## config.mk

```make
export PLATFORM = sky130hd
export DESIGN_NAME = spi_shift_master
export DESIGN_NICKNAME = d
export VERILOG_FILES = /design/src/rtl/spi_shift_pkg.sv /design/src/rtl/spi_baud_timer.sv /design/src/rtl/spi_shift_path.sv /design/src/rtl/spi_shift_master.sv
export SDC_FILE = /design/constraint.sdc
export NUM_CORES = 1
export LEC_CHECK = 0
export ABC_AREA = 1
export CAP_MARGIN = 20
export CORE_UTILIZATION = 52
export CTS_BUF_LIST = sky130_fd_sc_hd__clkbuf_16
export DETAILED_ROUTE_END_ITERATION = 16
export DONT_BUFFER_PORTS = 1
export GPL_TIMING_DRIVEN = 0
export PLACE_DENSITY_LB_ADDON = 0.3
export SETUP_SLACK_MARGIN = 0.02
export SLEW_MARGIN = 20
export SYNTH_ARGS = -nofsm -noshare
export SYNTH_HDL_FRONTEND = slang
export SYNTH_SLANG_ARGS = --single-unit
```

## constraint.sdc

```tcl
create_clock -name clk -period 3.1 [get_ports clk]
set_clock_uncertainty 0.2 [all_clocks]
set_input_delay 0.62 -clock clk [delete_from_list [all_inputs] [get_ports clk]]
set_output_delay 0.62 -clock clk [all_outputs]
set_load 0.05 [all_outputs]
```

## src/rtl/spi_shift_pkg.sv

```systemverilog
package spi_shift_pkg;

  localparam int WORD_MAX = 32;
  localparam int BITS_W   = $clog2(WORD_MAX);

  typedef enum logic [1:0] {
    WCODE_8   = 2'd0,
    WCODE_16  = 2'd1,
    WCODE_32  = 2'd2,
    WCODE_32X = 2'd3
  } wcode_e;

  // number of bits in a word for a width code
  function automatic logic [BITS_W:0] code_bits(input logic [1:0] code);
    case (wcode_e'(code))
      WCODE_8:  code_bits = (BITS_W+1)'(8);
      WCODE_16: code_bits = (BITS_W+1)'(16);
      default:  code_bits = (BITS_W+1)'(WORD_MAX);
    endcase
  endfunction

  // keep only the low bits belonging to the word
  function automatic logic [WORD_MAX-1:0] low_bits(input logic [WORD_MAX-1:0] w,
                                                   input logic [1:0] code);
    logic [WORD_MAX-1:0] m;
    m = {WORD_MAX{1'b1}} >> (WORD_MAX - int'(code_bits(code)));
    low_bits = w & m;
  endfunction

  // move the word's top bit into the register's top bit
  function automatic logic [WORD_MAX-1:0] top_align(input logic [WORD_MAX-1:0] w,
                                                    input logic [1:0] code);
    top_align = w << (WORD_MAX - int'(code_bits(code)));
  endfunction

endpackage

```

## src/rtl/spi_baud_timer.sv

```systemverilog
module spi_baud_timer #(
  parameter int DIV_W = 9
) (
  input  logic             clk,
  input  logic             rst_n,
  input  logic             active,
  input  logic [DIV_W-1:0] div,
  output logic             phase_end,
  output logic             half
);

  logic [DIV_W-1:0] cnt;

  assign phase_end = active && (cnt >= div);

  always_ff @(posedge clk or negedge rst_n) begin
    if (!rst_n) begin
      cnt  <= '0;
      half <= 1'b0;
    end else if (!active) begin
      cnt  <= '0;
      half <= 1'b0;
    end else if (phase_end) begin
      cnt  <= '0;
      half <= ~half;
    end else begin
      cnt  <= cnt + 1'b1;
    end
  end

endmodule

```

## src/rtl/spi_shift_path.sv

```systemverilog
module spi_shift_path
  import spi_shift_pkg::*;
(
  input  logic                clk,
  input  logic                rst_n,
  input  logic                load,
  input  logic [WORD_MAX-1:0] load_word,
  input  logic [1:0]          load_code,
  input  logic                advance,
  input  logic                capture,
  input  logic                miso,
  output logic                out_bit,
  output logic [WORD_MAX-1:0] rx_word,
  output logic [WORD_MAX-1:0] rx_next
);

  logic [WORD_MAX-1:0] tx_sh;

  assign out_bit = tx_sh[WORD_MAX-1];
  assign rx_next = {rx_word[WORD_MAX-2:0], miso};

  always_ff @(posedge clk or negedge rst_n) begin
    if (!rst_n) begin
      tx_sh <= '0;
    end else if (load) begin
      tx_sh <= top_align(load_word, load_code);
    end else if (advance) begin
      tx_sh <= tx_sh << 1;
    end
  end

  always_ff @(posedge clk or negedge rst_n) begin
    if (!rst_n) begin
      rx_word <= '0;
    end else if (load) begin
      rx_word <= '0;
    end else if (capture) begin
      rx_word <= rx_next;
    end
  end

endmodule

```

## src/rtl/spi_shift_master.sv

```systemverilog
module spi_shift_master
  import spi_shift_pkg::*;
#(
  parameter int DIV_W = 9
) (
  input  logic                clk,
  input  logic                rst_n,
  input  logic                cfg_enable,
  input  logic                cfg_master,
  input  logic                cfg_cpol,
  input  logic                cfg_edge,
  input  logic                cfg_sample,
  input  logic [1:0]          cfg_width,
  input  logic                cfg_auto_ss,
  input  logic [DIV_W-1:0]    cfg_div,
  input  logic                tx_valid,
  input  logic [WORD_MAX-1:0] tx_data,
  output logic                tx_pop,
  input  logic                miso,
  output logic                sck,
  output logic                mosi,
  output logic                ss_n,
  output logic                rx_push,
  output logic [WORD_MAX-1:0] rx_data,
  output logic                busy
);

  // named internal events
  logic                run;
  logic                phase_end;
  logic                half;
  logic                bit_end;
  logic                word_end;
  logic                capture;
  logic                advance;
  logic                out_bit;
  logic [BITS_W-1:0]   bits_left;
  logic [1:0]          code_q;
  logic [WORD_MAX-1:0] rx_word;
  logic [WORD_MAX-1:0] rx_next;
  logic [WORD_MAX-1:0] rx_final;

  assign run      = cfg_enable & cfg_master;
  assign bit_end  = phase_end & half;
  assign word_end = bit_end & (bits_left == '0);
  assign capture  = phase_end & (half == cfg_sample);
  assign advance  = bit_end & ~word_end;
  assign tx_pop   = run & tx_valid & (~busy | word_end);
  assign rx_final = cfg_sample ? rx_next : rx_word;

  spi_baud_timer #(.DIV_W(DIV_W)) u_timer (
    .clk       (clk),
    .rst_n     (rst_n),
    .active    (busy),
    .div       (cfg_div),
    .phase_end (phase_end),
    .half      (half)
  );

  spi_shift_path u_path (
    .clk       (clk),
    .rst_n     (rst_n),
    .load      (tx_pop),
    .load_word (tx_data),
    .load_code (cfg_width),
    .advance   (advance),
    .capture   (capture),
    .miso      (miso),
    .out_bit   (out_bit),
    .rx_word   (rx_word),
    .rx_next   (rx_next)
  );

  always_ff @(posedge clk or negedge rst_n) begin
    if (!rst_n) begin
      busy      <= 1'b0;
      bits_left <= '0;
      code_q    <= '0;
      rx_push   <= 1'b0;
      rx_data   <= '0;
    end else begin
      rx_push <= 1'b0;
      if (!run) begin
        busy <= 1'b0;
      end else begin
        if (word_end) begin
          rx_push <= 1'b1;
          rx_data <= low_bits(rx_final, code_q);
        end
        if (tx_pop) begin
          busy      <= 1'b1;
          bits_left <= BITS_W'(code_bits(cfg_width) - 1'b1);
          code_q    <= cfg_width;
        end else if (word_end) begin
          busy <= 1'b0;
        end else if (advance) begin
          bits_left <= bits_left - 1'b1;
        end
      end
    end
  end

  // active level in first half when edge bit clear, second half when set
  assign sck  = cfg_cpol ^ (busy & (half ^ ~cfg_edge));
  assign mosi = busy & out_bit;
  assign ss_n = ~(cfg_auto_ss & run & (busy | tx_valid));

endmodule

```

==> results.toml <==
[outcome]
run_status = "complete, but fails checks"
failing_checks = "negative hold slack"

[pwr]
total_leakage_power_nw = 3.218
intPower_mw = 2.851
combinationalPowerShare = 0.132
clkPwrFrac = 0.437
switching_share = 0.2614
p_sw_mw = 1.009
power_frac_seq = 0.431
peakVddDrop_uv = 352.1
power_density_nw_per_um2 = 559.3

[route]
wl_per_cell_um = 16.19
drt-total-wl_um = 14600
total_number_of_vias = 5177
postRouteAntennaNets = 0
routed_via_density = 5.739
first_iter_violations = 341
drt_pre_antenna_iters = 5
drcViolationCount = 0

[grt]
via_count_of_the_first_global_routing_pass = 5032
grt_util_all_layers = 0.2630
first_pass_grt_wire_length_um = 23720
grt_max_degree = 116
overflow = 0
antenna_found_initial = 0

[final_layout]
post_route_cells_drive_above_1_share = 0.1181
antenna-diode-count = 0
syn2layout_area_growth_pct = 15.06
layout.core_utilization = 0.6257
design.final.nets = 818
fillers = 936

[timing]
setup_total_negative_slack_ns = 0
maxSlewViolCount = 0
timing.final.hold_violations = 115
max_freq_mhz = 326.3
rsz0062_at_grt = "yes"
relSlewSlack = 0.3169
worst_pin_slew_ns = 1.020
setup_viol = 0
period_share = 0.9885
period_minus_slack_ns = 3.064
holdWs_ns = -0.3008

[logic_synthesis]
synthTopCellsByArea = "sky130_fd_sc_hd__dfrtp_1 (48%), sky130_fd_sc_hd__nand2_1 (7.5%), sky130_fd_sc_hd__inv_1 (5.8%)"
synth_top_flop_cell = "sky130_fd_sc_hd__dfrtp_1"
ys_ff_latch = 115
post-synth-top-count-cell = "sky130_fd_sc_hd__nand2_1"
postSynthNetCount = 790
ys_top_cells_by_count = "sky130_fd_sc_hd__nand2_1 (120), sky130_fd_sc_hd__dfrtp_1 (115), sky130_fd_sc_hd__inv_1 (93)"
synth.distinct_cells = 38
asyncSetResetFlopFracSynth = 1.000
syn-mean-instance-area_um2 = 8.296
synth_cells = 723
synth_area_um2 = 5998
number_of_enable_type_register_cells_in_the_synthesized_netlist = 0
synth_top_area_frac = 0.4798
yosysSeqAreaShare = 0.4798
synth_warnings = 0
yosys.area.top_type = "sky130_fd_sc_hd__dfrtp_1"

[placement]
gp_congestion = 0.8810
quantity_of_i_o_buffers_inserted_on_ports = 0
placed_wire_length_estimate_after_detailed_placement_um = 10580

[floorplanning]
fp.dieArea_um2 = 11970
die_ht_um = 109.4
initial_core_util = 0.5438
io_pins = 91
placement_rows = 38
design.core.area_um2 = 11030
die_w_um = 109.4

[clock_tree]
total_number_of_clock_tree_sinks = 115
insertion_delay_ns = 0.41
root_buffer = "sky130_fd_sc_hd__clkbuf_16"
cts_max_path_buffers = 2
cts_tree = "built"
cts_inserted_buffers = 17
clk_transition_reported_paths_ns = 0.05
cts.htree.levels = 4

[setup_path]
arrival_ns = 2.24
crit_path_end = "tx_pop"
crit_path_max_fanout = 7
r2r_end = "bits_left[4]"
critical_path.reg2reg.startpoint = "u_timer.cnt[8]"
endpoint_kind = "output pin"
critical_path_rt_ns = 2.28
crit_type = "reg -> out"
start_kind = "register"
setup.reg_to_reg.worst_slack_ns = 0.24
ff2ff_path_depth = 18
worst_setup_path_startpoint = "u_timer.cnt[6]"

[job]
max_cap_violations = 0

[hold_path]
hold_path.class = "in -> async"
[layout make-up]
type	instances	area, um^2	share of cell area
plain buffers	45	230.2	0.03336
clock buffers	17	425.4	0.06164
clock inverters	13	80.08	0.01160
inverters	101	391.6	0.05674
multi-input cells	462	2634	0.3816
flip-flops and latches	115	2880	0.4173
well taps	140	175.2	0.02538
repair buffers	9	85.08	0.01233
[routing by layer]
metal | share of wire | wire [um] | vias up | global-route usage
met5 | 0 | 0 | - | 0
met4 | 0.019 | 281 | 0 | 0.1057
met3 | 0.060 | 881 | 26 | 0.06343
met2 | 0.51 | 7398 | 200 | 0.4560
met1 | 0.41 | 6039 | 2456 | 0.3138
li1 | - | - | 2495 | -
[repair_timing]
item                                    in CTS  in global routing
resized for setup                            8                 18
endpoints found under the setup margin       4                 31
gates cloned                                 0                  1
pin swaps                                    0                  4
buffers inserted                             0                  8
hold endpoints to repair                   115                115
[flip-flops by register name (all words and copies together) (netlist names)]
| signal | flops |
|---|---|
| u_timer.cnt | 9 |
| code_q | 2 |
| rx_data | 32 |
| u_timer.half | 1 |
| busy | 1 |
| rx_push | 1 |
| u_path.tx_sh | 32 |
| u_path.rx_word | 32 |
| bits_left | 5 |
[power groups by stage]
stage | Clock, mW | Combinational, mW | Sequential [mW]
after global placement | 0 | 0.463 | 1.68
after floorplan | 0 | 0.381 | 1.67
after detailed placement | 0 | 0.486 | 1.69
final | 1.69 | 0.510 | 1.66
after CTS | 1.71 | 0.495 | 1.66
after global routing | 1.77 | 0.584 | 1.67
[layout by cell type, fill, tap and decap left out, types with 8 or more instances in the layout]
cell type                   netlist  routed
sky130_fd_sc_hd__o31ai_1         12      12
sky130_fd_sc_hd__o22ai_1          8       8
sky130_fd_sc_hd__o21ai_0         39      39
sky130_fd_sc_hd__dfrtp_1        115     113
sky130_fd_sc_hd__nor2_1          65      63
sky130_fd_sc_hd__o221ai_1        30      30
sky130_fd_sc_hd__a31oi_1          8       8
sky130_fd_sc_hd__buf_2           19      18
sky130_fd_sc_hd__clkbuf_1        17      17
sky130_fd_sc_hd__nand4_1          8       8
sky130_fd_sc_hd__buf_4            6      14
sky130_fd_sc_hd__nand2_1        120     118
sky130_fd_sc_hd__inv_1           93      96
sky130_fd_sc_hd__o211ai_1        18      18
sky130_fd_sc_hd__mux2i_1          8       8
sky130_fd_sc_hd__o21ai_1         20      20
sky130_fd_sc_hd__nand3_1         36      34
sky130_fd_sc_hd__clkbuf_16        0      18
sky130_fd_sc_hd__ha_1            14      11
sky130_fd_sc_hd__a21oi_1         50      49
[stage by stage]
stage / setup slack [ns] / std cells / hold WS (ns) / power (mW) / cell area, um^2
2_1_floorplan: 0.1403 / 723 / 0.1244 / 2.054 / 5998
3_3_place_gp: -0.4196 / 863 / 0.1278 / 2.144 / 6173
3_5_place_dp: -0.4313 / 863 / 0.1271 / 2.172 / 6173
4_1_cts: -0.1589 / 893 / -0.3136 / 3.868 / 6718
5_1_grt: -0.07732 / 902 / -0.3137 / 4.025 / 6902
6_report: 0.03572 / 902 / -0.3008 / 3.860 / 6902
[how the worst min path moves through the flow]
stage	from	end	slack [ns]	cells after the start
6_report	rst_n	u_path.tx_sh[29]	-0.30	0
2_1_floorplan	rst_n	bits_left[0]	0.12	0
3_3_place_gp	rst_n	u_timer.cnt[3]	0.13	0
3_5_place_dp	rst_n	u_timer.cnt[4]	0.13	0
5_1_grt	rst_n	u_path.tx_sh[27]	-0.31	0
4_1_cts	rst_n	u_path.tx_sh[26]	-0.31	0
[kinds of logic (layout without fill, tap and decap cells)]
logic type,Yosys count,in the layout,synth area share
fa+ha+maj,14,14,0.02920
compound gates,189,189,0.1961
buf+inv,146,185,0.09950
flops,115,115,0.4798
mux,8,8,0.01335
xor+xnor,4,4,0.007094
simple gates,247,247,0.1750
[critical path, cell delays in order, from the launching register on]
cell and delay (ns):
sky130_fd_sc_hd__dfrtp_1 0.39, sky130_fd_sc_hd__ha_1 0.30, sky130_fd_sc_hd__nand2_1 0.08, sky130_fd_sc_hd__nand2_1 0.09, sky130_fd_sc_hd__a21oi_4 0.17, sky130_fd_sc_hd__nand4_4 0.13, sky130_fd_sc_hd__nand4_1 0.16, sky130_fd_sc_hd__nand2_2 0.12
sky130_fd_sc_hd__nand2_8 0.14, sky130_fd_sc_hd__clkinv_8 0.07, sky130_fd_sc_hd__buf_12 0.15
No activity file was read; power rests on OpenSTA's default activity.
